==> config.mk <==
export PLATFORM = sky130hd
export DESIGN_NAME = attr_req_bridge
export DESIGN_NICKNAME = d
export VERILOG_FILES = /design/src/rtl/attr_pkg.sv /design/src/rtl/attr_stage_regs.sv /design/src/rtl/attr_req_ctrl.sv /design/src/rtl/attr_rd_mux.sv /design/src/rtl/attr_req_bridge.sv
export SDC_FILE = /design/constraint.sdc
export NUM_CORES = 1
export LEC_CHECK = 0
export BUFFER_PORTS_ARGS = -buffer_cell sky130_fd_sc_hd__buf_2
export CAP_MARGIN = 20
export CORE_ASPECT_RATIO = 0.75
export CORE_MARGIN = 5
export CORE_UTILIZATION = 58
export DETAILED_ROUTE_END_ITERATION = 12
export GPL_ROUTABILITY_DRIVEN = 1
export HOLD_SLACK_MARGIN = 0.12
export PLACE_DENSITY = 0.85
export RECOVER_POWER = 25
export SLEW_MARGIN = 20
export SYNTH_ARGS = -nofsm -noshare
export SYNTH_HDL_FRONTEND = slang
export SYNTH_SLANG_ARGS = --single-unit
==> constraint.sdc <==
create_clock -name clk -period 3.4 [get_ports clk]
set_clock_uncertainty 0.15 [all_clocks]
set_input_delay 0 -clock clk [delete_from_list [all_inputs] [get_ports clk]]
set_output_delay 0 -clock clk [all_outputs]
set_load 0.03 [all_outputs]
==> src/rtl/attr_pkg.sv <==
package attr_pkg;
  typedef enum logic {
    ST_IDLE = 1'b0,
    ST_REQ  = 1'b1
  } req_state_t;
endpackage

==> src/rtl/attr_stage_regs.sv <==
module attr_stage_regs #(
  parameter int ADDR_W = 8,
  parameter int DATA_W = 8,
  parameter int ATTR_W = 16,
  parameter int BASE   = 'h84
) (
  input  logic              clk,
  input  logic              rst_n,
  input  logic              wr_en,
  input  logic [ADDR_W-1:0] addr,
  input  logic [DATA_W-1:0] wdata,
  output logic [ATTR_W-1:0] word,
  output logic              hit,
  output logic [DATA_W-1:0] rd_byte
);
  localparam int NB = ATTR_W / DATA_W;

  for (genvar gi = 0; gi < NB; gi++) begin : g_byte
    localparam logic [ADDR_W-1:0] MY_ADDR = ADDR_W'(BASE + gi);
    logic [DATA_W-1:0] byte_q;
    always_ff @(posedge clk) begin
      if (!rst_n)                          byte_q <= '0;
      else if (wr_en && addr == MY_ADDR)   byte_q <= wdata;
    end
    assign word[gi*DATA_W +: DATA_W] = byte_q;
  end

  always_comb begin
    hit     = 1'b0;
    rd_byte = '0;
    for (int i = 0; i < NB; i++) begin
      if (addr == ADDR_W'(BASE + i)) begin
        hit     = 1'b1;
        rd_byte = word[i*DATA_W +: DATA_W];
      end
    end
  end
endmodule

==> src/rtl/attr_req_ctrl.sv <==
module attr_req_ctrl
  import attr_pkg::*;
#(
  parameter int ATTR_W = 16
) (
  input  logic              clk,
  input  logic              rst_n,
  input  logic              issue_req,
  input  logic              done_clr,
  input  logic [ATTR_W-1:0] stage_code,
  input  logic [ATTR_W-1:0] stage_value,
  input  logic              dn_ready,
  output logic              dn_valid,
  output logic [ATTR_W-1:0] dn_code,
  output logic [ATTR_W-1:0] dn_value,
  output logic              busy,
  output logic              done
);
  req_state_t state_q;
  logic       xfer;

  assign busy     = (state_q == ST_REQ);
  assign dn_valid = busy;
  assign xfer     = busy && dn_ready;

  always_ff @(posedge clk) begin
    if (!rst_n) begin
      state_q  <= ST_IDLE;
      dn_code  <= '0;
      dn_value <= '0;
    end else begin
      case (state_q)
        ST_IDLE: if (issue_req) begin
          state_q  <= ST_REQ;
          dn_code  <= stage_code;
          dn_value <= stage_value;
        end
        ST_REQ: if (dn_ready) state_q <= ST_IDLE;
        default: state_q <= ST_IDLE;
      endcase
    end
  end

  // sticky completion flag: set has priority over a software clear
  always_ff @(posedge clk) begin
    if (!rst_n)        done <= 1'b0;
    else if (xfer)     done <= 1'b1;
    else if (done_clr) done <= 1'b0;
  end
endmodule

==> src/rtl/attr_rd_mux.sv <==
module attr_rd_mux #(
  parameter int ADDR_W    = 8,
  parameter int DATA_W    = 8,
  parameter int DONE_ADDR = 'h8A,
  parameter int BUSY_ADDR = 'h8B,
  parameter int DONE_BIT  = 7,
  parameter int BUSY_BIT  = 0
) (
  input  logic              host_rd,
  input  logic [ADDR_W-1:0] addr,
  input  logic              val_hit,
  input  logic [DATA_W-1:0] val_byte,
  input  logic              code_hit,
  input  logic [DATA_W-1:0] code_byte,
  input  logic              busy,
  input  logic              done,
  output logic [DATA_W-1:0] rdata
);
  always_comb begin
    rdata = '0;
    if (host_rd) begin
      if (val_hit)                              rdata = val_byte;
      else if (code_hit)                        rdata = code_byte;
      else if (addr == ADDR_W'(DONE_ADDR))      rdata[DONE_BIT] = done;
      else if (addr == ADDR_W'(BUSY_ADDR))      rdata[BUSY_BIT] = busy;
    end
  end
endmodule

==> src/rtl/attr_req_bridge.sv <==
module attr_req_bridge #(
  parameter int ADDR_W     = 8,
  parameter int DATA_W     = 8,
  parameter int ATTR_W     = 16,
  parameter int VALUE_BASE = 'h84,
  parameter int CODE_BASE  = 'h86,
  parameter int DONE_ADDR  = 'h8A,
  parameter int BUSY_ADDR  = 'h8B,
  parameter int ISSUE_ADDR = 'h90,
  parameter int DONE_BIT   = 7,
  parameter int BUSY_BIT   = 0,
  parameter int ISSUE_BIT  = 7
) (
  input  logic              clk,
  input  logic              rst_n,
  input  logic [ADDR_W-1:0] host_addr,
  input  logic              host_wr,
  input  logic [DATA_W-1:0] host_wdata,
  input  logic              host_rd,
  output logic [DATA_W-1:0] host_rdata,
  output logic              dn_valid,
  input  logic              dn_ready,
  output logic [ATTR_W-1:0] dn_code,
  output logic [ATTR_W-1:0] dn_value
);
  logic [ATTR_W-1:0] stage_value, stage_code;
  logic              val_hit, code_hit;
  logic [DATA_W-1:0] val_byte, code_byte;
  logic              busy, done;
  logic              issue_req, done_clr;

  assign issue_req = host_wr && host_addr == ADDR_W'(ISSUE_ADDR) && host_wdata[ISSUE_BIT];
  assign done_clr  = host_wr && host_addr == ADDR_W'(DONE_ADDR)  && host_wdata[DONE_BIT];

  attr_stage_regs #(.ADDR_W(ADDR_W), .DATA_W(DATA_W), .ATTR_W(ATTR_W), .BASE(VALUE_BASE)) u_value (
    .clk(clk), .rst_n(rst_n), .wr_en(host_wr), .addr(host_addr), .wdata(host_wdata),
    .word(stage_value), .hit(val_hit), .rd_byte(val_byte)
  );

  attr_stage_regs #(.ADDR_W(ADDR_W), .DATA_W(DATA_W), .ATTR_W(ATTR_W), .BASE(CODE_BASE)) u_code (
    .clk(clk), .rst_n(rst_n), .wr_en(host_wr), .addr(host_addr), .wdata(host_wdata),
    .word(stage_code), .hit(code_hit), .rd_byte(code_byte)
  );

  attr_req_ctrl #(.ATTR_W(ATTR_W)) u_ctrl (
    .clk(clk), .rst_n(rst_n), .issue_req(issue_req), .done_clr(done_clr),
    .stage_code(stage_code), .stage_value(stage_value), .dn_ready(dn_ready),
    .dn_valid(dn_valid), .dn_code(dn_code), .dn_value(dn_value),
    .busy(busy), .done(done)
  );

  attr_rd_mux #(.ADDR_W(ADDR_W), .DATA_W(DATA_W), .DONE_ADDR(DONE_ADDR), .BUSY_ADDR(BUSY_ADDR),
                .DONE_BIT(DONE_BIT), .BUSY_BIT(BUSY_BIT)) u_rd (
    .host_rd(host_rd), .addr(host_addr), .val_hit(val_hit), .val_byte(val_byte),
    .code_hit(code_hit), .code_byte(code_byte), .busy(busy), .done(done), .rdata(host_rdata)
  );
endmodule

Word-level counts from Yosys, hierarchy flattened
Cells that the tools add are included.

Multiplexer cells: 21. Reductions and logical operators: 11. Equality and inequality tests: 7. Bitwise logic cells: 1.

Operator list (count): 8-bit equality test (second input constant) (7); 8-bit 2-to-1 mux (6); 1-bit 2-to-1 mux (13); 1-bit logical AND (9); 6-bit 2-to-1 mux (1); 1-bit one-hot mux with 2 select lines (1); 2-bit AND reduction (1); 2-bit nonzero test (1); 1-bit NOT (1).

Output and inout bits: 41. Flip-flop bits (word level): 66. Bits of input ports: 21.

Longest topological paths before layout
Gate-level depths: netlist (run 1).

Depth in word-level cells: 6. Mapped depth: 6. Mapped depth without buffers: 3.

Hierarchy
A second synthesis (run 1) with hierarchy kept.

Cell total of the unflattened synthesis: 344. Area, all modules: 3149.3 µm².

Modules (own cells, without submodules): attr_req_ctrl (area an instance 1395.1 µm², cells each 148, instances 1); attr_stage_regs (u_value) (area an instance 770.7 µm², cells each 82, instances 1); attr_stage_regs (u_code) (area an instance 769.5 µm², cells each 82, instances 1); attr_rd_mux (area an instance 171.4 µm², cells each 26, instances 1); attr_req_bridge (area an instance 42.5 µm², cells each 6, instances 1).

Worst setup path after synthesis (run 1)
OpenSTA, ideal clock, no wires.

Path type: register to register. From: register u_ctrl.state_q (netlist: u_ctrl.busy). To: register u_ctrl.dn_code[14]. Setup time: 0.072 ns. Required time: 3.178 ns. Stages on the path, launching flop included: 6. Path slack: 1.733 ns. Arrival time: 1.445 ns. Cells stage by stage: dfxtp_1 nor4_1 and4_1 buf_2 buf_2 mux2i_1.

Word-level cells in the longest chain between the ends: 2.

RTL lines: start, declared (line attr_req_ctrl.sv:19) `req_state_t state_q;`; start signal, assigned (line attr_req_ctrl.sv:28) `state_q <= ST_IDLE;`; start signal, assigned (line attr_req_ctrl.sv:34) `state_q <= ST_REQ;`; start signal, assigned (line attr_req_ctrl.sv:38) `ST_REQ: if (dn_ready) state_q <= ST_IDLE;`; 1-bit NOT (no line); 2-bit AND reduction (no line); end signal, assigned (line attr_req_ctrl.sv:35) `dn_code <= stage_code;`; end, declared (line attr_req_ctrl.sv:14) `output logic [ATTR_W-1:0] dn_code,`.

Every way passes these cells. A chain may end at the register's enable or synchronous reset.

Worst setup path after layout (run 1)
From: input host_addr[4]. To: register u_code.g_byte[1].byte_q[5].

Word-level cells in the longest chain between the ends: 2.

RTL lines: start, declared (line attr_req_bridge.sv:16) `input logic [ADDR_W-1:0] host_addr,`; 8-bit equality test (line attr_stage_regs.sv:23) `else if (wr_en && addr == MY_ADDR) byte_q <= wdata;`; 1-bit logical AND (line attr_stage_regs.sv:23); end signal, assigned (line attr_stage_regs.sv:23); end, declared (line attr_stage_regs.sv:20) `logic [DATA_W-1:0] byte_q;`.

Every way passes these cells.

==> impl_metrics.sql, run 1 <==
INSERT INTO impl_metrics (metric_group, metric, value, unit) VALUES
('timing', 'final-max-slew-violation-count', '0', ''),
('power_and_ir_drop', 'clockPowerShare', '0.464', ''),
('synth', 'post_synth_instance_area', '2810', 'um2'),
('run_status', 'result_of_the_run', 'finished clean', ''),
('placement', 'pre_cts_slack', '1.35', 'ns'),
('cts', 'cts_root_buf', 'clkbuf_8', ''),
('cts', 'post_cts_hold_buffer_count', '15', ''),
('timing', 'worstMarginPinSlew', '0.979', 'ns'),
('timing', 'timing.slew.headroom', '0.348', ''),
('cells_and_area', 'syn2layout_area_growth', '23.4', '%'),
('cells_and_area', 'finish.utilization', '0.724', ''),
('cells_and_area', 'post_route_cells_drive_above_1_share', '0.171', ''),
('synth', 'yosysWarningCount', '0', ''),
('cts', 'postCtsResizedCells', '0', ''),
('cells_and_area', 'stdcell_area', '3470', 'um2'),
('detailed_routing', 'drc', '0', ''),
('min_path', 'min-delay-start', 'host_addr[6]', ''),
('worst_setup_path', 'r2r_depth', '3', ''),
('cells_and_area', 'sequential_cell_area', '1320', 'um2'),
('worst_setup_path', 'end_kind', 'flip-flop', ''),
('power_and_ir_drop', 'power.ir.vdd_worst', '460', 'uV'),
('cts', 'clock_insertion_delay_worst_skew', '0.34', 'ns'),
('synth', 'post_synth_inst_count', '280', ''),
('cts', 'tritoncts', 'yes', ''),
('timing', 'setup_viol', '0', ''),
('synth', 'asyncSetResetFlopFracSynth', '0', ''),
('worst_setup_path', 'element_type_at_the_critical_path_start', 'primary input', ''),
('timing', 'finalCritPeriodShare', '0.930', ''),
('cells_and_area', 'nFillCells', '385', ''),
('detailed_routing', 'drt_first_iter_violations', '123', ''),
('die', 'placementRows', '22', ''),
('timing', 'fmax', '0.316', 'GHz'),
('timing', 'final.hold.worst_slack', '0.265', 'ns'),
('power_and_ir_drop', 'share_comb_of_total_power', '0.046', ''),
('synth', 'yosys.cell_types.count', '33', ''),
('detailed_routing', 'wire_per_inst', '15.7', 'um'),
('synth', 'synth_seq_cells', '66', ''),
('detailed_routing', 'routed_via_density', '5.45', ''),
('detailed_routing', 'drt_first_pass_iters', '4', ''),
('die', 'die_x', '90.4', 'um'),
('timing', 'clock_period_minus_worst_slack', '3.16', 'ns'),
('min_path', 'hold_path_depth', '4', ''),
('die', 'ios', '62', ''),
('cts', 'cts_max_level', '3', ''),
('synth', 'postSynthAreaPerCell', '10.0', 'um2'),
('detailed_routing', 'ant_nets', '0', ''),
('die', 'fp.coreArea', '4790', 'um2'),
('power_and_ir_drop', 'switching_share', '0.227', ''),
('power_and_ir_drop', 'internal_power', '0.00122', 'W'),
('cts', 'postCtsSetupRepairBufs', '0', ''),
('placement', 'place.gp.congestion', '0.924', ''),
('cells_and_area', 'area_occupied_by_multi_input_gates', '1400', 'um2'),
('cts', 'cts-buffers-inserted', '9', ''),
('cells_and_area', 'n_antenna_cell', '0', ''),
('placement', 'dp.final_hpwl', '4.49', 'mm'),
('worst_setup_path', 'crit-reg2reg-capture', 'u_ctrl.dn_code[14]', ''),
('placement', 'dp_area', '3120', 'um2'),
('grt', 'grt_first_pass_wirelength', '11.1', 'mm'),
('cells_and_area', 'design.final.nets', '373', ''),
('min_path', 'hold_path_class', 'primary input to flip-flop', ''),
('grt', 'antenna_found_initial', '0', ''),
('power_and_ir_drop', 'seqPwrFrac', '0.489', ''),
('power_and_ir_drop', 'power.density_cell_area', '456', 'nW/um2'),
('die', 'start_util', '0.587', ''),
('placement', 'portBuffers', '61', ''),
('cts', 'clkSlewWorstSetupHoldPaths', '0.08', 'ns'),
('grt', 'grt_util_all_layers', '0.215', ''),
('synth', 'mappedNetlistNets', '301', ''),
('detailed_routing', 'route.final.wire_length', '6.55', 'mm'),
('grt', 'number_of_global_route_vias_before_repair', '2339', ''),
('grt', 'grt_max_degree', '44', '');
[cell usage after synthesis (2+ instances only)]
| cell | n | area [um2] |
|---|---|---|
| buf_4 | 2 | 15.0 |
| nand3b_1 | 3 | 22.5 |
| nor2_1 | 6 | 22.5 |
| nand3_1 | 2 | 10.0 |
| clkbuf_1 | 10 | 37.5 |
| nor3b_1 | 3 | 22.5 |
| nor2b_1 | 2 | 12.5 |
| nor3_4 | 2 | 32.5 |
| buf_2 | 4 | 20.0 |
| mux2i_1 | 76 | 761 |
| dfxtp_1 | 66 | 1320 |
| or3b_1 | 2 | 17.5 |
| nand2_1 | 76 | 285 |
| a21oi_1 | 2 | 10.0 |
| or4b_2 | 2 | 20.0 |
| o22a_1 | 5 | 43.8 |
[critical path: stages]
cell and delay [ns]:
dlygate4sd3_1 0.54, buf_2 0.15, or4b_4 0.50, dlygate4sd3_1 0.66, nor3_4 0.20, dlygate4sd3_1 0.97
mux2i_1 0.26
[metrics by stage]
stage	power, W	cells
2_1_floorplan	0.000828	280
3_3_place_gp	0.000851	386
3_5_place_dp	0.000852	386
4_1_cts	0.00160	417
5_1_grt	0.00164	417
6_report	0.00158	417
[flip-flops by register name, indices dropped and copies added (netlist names)]
name	count
u_ctrl.dn_value	16
u_value.g_byte.byte_q	16
u_ctrl.dn_code	16
u_code.g_byte.byte_q	16
u_ctrl.done	1
u_ctrl.busy	1
[power groups by stage]
stage,Clock [W],Combinational (W),Sequential (W)
2_1_floorplan,0,0.0000373,0.000791
3_3_place_gp,0,0.0000599,0.000791
3_5_place_dp,0,0.0000611,0.000791
4_1_cts,0.000750,0.0000722,0.000773
5_1_grt,0.000789,0.0000791,0.000773
6_report,0.000734,0.0000733,0.000773
[final cells by class]
| class | count | area share |
|---|---|---|
| inverters | 1 | 0.00108 |
| well taps | 60 | 0.0217 |
| clock inverters | 7 | 0.0296 |
| flip-flops and latches | 66 | 0.381 |
| clock buffers | 9 | 0.0357 |
| repair buffers | 78 | 0.126 |
| multi-input cells | 196 | 0.405 |
[cell families after synthesis]
kind of cell / Yosys count / synth area share
muxes: 78 / 0.283
DFF: 66 / 0.470
buffers and inverters: 18 / 0.0312
and+or+nand+nor: 105 / 0.179
AOI/OAI and AO/OA: 13 / 0.0370
[placed cells by master (no fill, tap or decap), types with 5 or more instances in the layout]
master / instances
buf_2: 35
nor2_1: 6
clkbuf_1: 26
clkbuf_8: 9
o22a_1: 5
nand2_1: 76
dlygate4sd3_1: 15
dfxtp_1: 66
mux2i_1: 76
[per-layer routing]
metal,global-route usage,up-vias,part of all wire
met1,0.261,1087,0.46
li1,-,1118,-
met3,0.0818,10,0.061
met5,0,-,0
met4,0.0479,0,0.0072
met2,0.364,56,0.47
[worst max-delay path by stage]
stage | from | end | slack (ns) | cells past startpoint
6_report | host_addr[4] | u_code.g_byte[1].byte_q[5] | 0.24 | 7
5_1_grt | host_addr[4] | u_code.g_byte[1].byte_q[7] | 0.17 | 7
4_1_cts | host_addr[4] | u_code.g_byte[1].byte_q[5] | 0.28 | 7
3_5_place_dp | u_ctrl.busy | u_ctrl.dn_value[2] | 1.35 | 3
3_3_place_gp | u_ctrl.busy | u_ctrl.dn_value[9] | 1.39 | 3
2_1_floorplan | u_ctrl.busy | u_ctrl.dn_code[14] | 1.73 | 5
Power figures use the tool's default switching activity.
==> run 2: changes to the inputs <==
- CORE_UTILIZATION: 58 -> 35
- PLACE_DENSITY: 0.85 -> default
==> run 2 against run 1 <==
  * Routed wire length rose by 7.3%
  * Die area rose by 56%
  * Largest cell class unchanged
  * Critical path depth did not move
  * Sequential power barely moved
  * Clock power rose by 21%
  * Largest power group is now clock
  * Global-route usage fell by 6.7 points
  * Cell count rose by 11%
  * Setup slack got worse by 0.014 ns
  * Maximum frequency fell by 0.44%
  * Combinational power rose by 0.7%
  * Clock-buffer cell count rose by 1
  * Core utilization fell by 27 points
==> impl_metrics.sql, run 2 (same netlist as run 1, synthesis figures left out) <==
INSERT INTO impl_metrics (metric_group, metric, value, unit) VALUES
('die', 'die_x', '113', 'um'),
('min_path', 'hold_path_class', 'primary input to output pin', ''),
('worst_setup_path', 'element_type_at_the_critical_path_start', 'primary input', ''),
('detailed_routing', 'dr_total_vias', '2243', ''),
('grt', 'number_of_global_route_vias_before_repair', '2231', ''),
('timing', 'clock_period_minus_worst_slack', '3.18', 'ns'),
('worst_setup_path', 'regToRegStartpoint', 'u_ctrl.busy', ''),
('cells_and_area', 'final_cell_mix', 'nand2_1 (76), mux2i_1 (76), dfxtp_1 (66), buf_2 (34), clkbuf_1 (26)', ''),
('detailed_routing', 'ant_nets', '0', ''),
('timing', 'timing.slew.headroom', '0.314', ''),
('placement', 'portBuffers', '61', ''),
('detailed_routing', 'wire_per_inst', '15.2', 'um'),
('cts', 'tritoncts_sink_count', '66', ''),
('worst_setup_path', 'cp.arrival', '3.29', 'ns'),
('timing', 'finalCritPeriodShare', '0.934', ''),
('placement', 'dp.final_hpwl', '4.84', 'mm'),
('timing', 'setup_viol', '0', ''),
('power_and_ir_drop', 'leakagePower', '1.43', 'nW'),
('worst_setup_path', 'timing.critical_path.from', 'host_addr[4]', ''),
('timing', 'final-max-slew-violation-count', '0', ''),
('timing', 'final_worst_setup_slack', '0.223', 'ns'),
('cts', 'clock_insertion_delay_worst_skew', '0.34', 'ns'),
('worst_setup_path', 'endpoint', 'u_code.g_byte[1].byte_q[6]', ''),
('placement', 'place.gp.congestion', '0.808', ''),
('worst_setup_path', 'end_kind', 'flip-flop', ''),
('timing', 'final.setup.tns', '0', 'ns'),
('cells_and_area', 'post_route_cells_drive_above_1_share', '0.170', ''),
('cts', 'postCtsResizedCells', '0', ''),
('cts', 'clkSlewWorstSetupHoldPaths', '0.07', 'ns'),
('die', 'ios', '62', ''),
('worst_setup_path', 'crit-reg2reg-capture', 'u_ctrl.dn_code[12]', ''),
('detailed_routing', 'drc', '0', ''),
('cts', 'cts_max_level', '3', ''),
('run_status', 'result_of_the_run', 'finished clean', ''),
('die', 'design.die.area', '9940', 'um2'),
('cts', 'cts_root_buf', 'clkbuf_8', ''),
('die', 'placementRows', '28', ''),
('timing', 'finalHoldViolations', '0', ''),
('detailed_routing', 'routed_via_density', '4.83', ''),
('worst_setup_path', 'worstPathRequired', '3.51', 'ns'),
('grt', 'grt_util_all_layers', '0.148', ''),
('grt', 'grt_first_pass_wirelength', '11.4', 'mm'),
('detailed_routing', 'route.final.wire_length', '7.03', 'mm'),
('grt', 'antenna_found_initial', '0', ''),
('power_and_ir_drop', 'power.density_cell_area', '483', 'nW/um2'),
('cells_and_area', 'design.final.nets', '375', ''),
('worst_setup_path', 'r2r_slack', '1.36', 'ns'),
('die', 'start_util', '0.358', ''),
('timing', 'fmax', '0.315', 'GHz'),
('cts', 'cts-buffers-inserted', '9', ''),
('worst_setup_path', 'crit_path_max_fo', '7', ''),
('cts', 'postCtsSetupRepairBufs', '0', ''),
('die', 'vertical_die_dimension', '87.6', 'um'),
('worst_setup_path', 'critical_path_class', 'primary input to flip-flop', ''),
('detailed_routing', 'drt_first_iter_violations', '116', ''),
('cells_and_area', 'n_antenna_cell', '0', ''),
('job', 'maxCapViolations', '0', ''),
('grt', 'grt_overflow_total', '0', ''),
('cells_and_area', 'syn2layout_area_growth', '27.9', '%'),
('timing', 'worstMarginPinSlew', '1.03', 'ns'),
('worst_setup_path', 'r2r_depth', '3', ''),
('cts', 'tritoncts', 'yes', ''),
('placement', 'pre_cts_slack', '1.31', 'ns'),
('power_and_ir_drop', 'power.ir.vdd_worst', '229', 'uV'),
('timing', 'final.hold.worst_slack', '0.277', 'ns'),
('detailed_routing', 'drt_first_pass_iters', '4', ''),
('timing', 'rsz_0062_raised_after_global_routing', 'false', ''),
('die', 'fp.coreArea', '7850', 'um2'),
('grt', 'grt_max_degree', '66', ''),
('cts', 'cts_max_path_buffers', '2', '');
==> run 2: where the power goes <==
group          switching [W]  internal [W]  total (W)
registers        0.000000253      0.000773   0.000773
clock network       0.000306      0.000584   0.000890
logic              0.0000435     0.0000303  0.0000738
==> run 2: cell type report <==
cell class,instances,area (um2)
fillers,787,4250
clock buffers,10,138
clock inverters,6,138
flip-flops and latches,66,1320
well taps,105,131
multi-input cells,196,1400
repair buffers,80,460
inverters,1,3.75
==> run 2: per-layer routing <==
metal  routed length [um]  share of wire  vias to the layer above  GRT usage
met5                    0              0                        -          0
met3                  468          0.067                        2     0.0580
met2                 3130           0.45                       63      0.226
met1                 3400           0.48                     1045      0.199
met4                   33         0.0047                        0     0.0360
li1                     -              -                     1133          -
==> run 2: worst min-delay path by stage <==
| stage | slack, ns | cells after the start | startpoint | to |
|---|---|---|---|---|
| finish | 0.28 | 3 | host_rd | host_rdata[0] |
| global route | 0.29 | 3 | host_rd | host_rdata[0] |
| CTS | 0.26 | 4 | host_addr[6] | u_value.g_byte[1].byte_q[4] |
| detailed placement | 0.19 | 3 | dn_ready | u_ctrl.done |
| global placement | 0.18 | 3 | dn_ready | u_ctrl.done |
| floorplan | 0.02 | 2 | dn_ready | u_ctrl.done |
==> run 2: repair_timing <==
item                                   CTS  global route
setup endpoints to repair                0             0
endpoints found under the hold margin   34            23
hold buffers                            16             1
==> run 2: worst max-delay path: stages <==
cell,delay (ns)
dlygate4sd3_1,0.53
buf_2,0.15
or4b_4,0.49
dlygate4sd3_1,0.66
nor3_4,0.28
dlygate4sd3_1,0.93
mux2i_1,0.25
==> run 2: metrics by stage <==
step | util | total power [W] | cell area (um2) | std cells
after floorplan | - | 0.000828 | 2810 | 280
after global placement | 0.405 | 0.000853 | 3180 | 431
after detailed placement | 0.405 | 0.000853 | 3180 | 431
after CTS | 0.461 | 0.00176 | 3610 | 463
after global routing | 0.458 | 0.00181 | 3590 | 464
final | 0.458 | 0.00174 | 3590 | 464
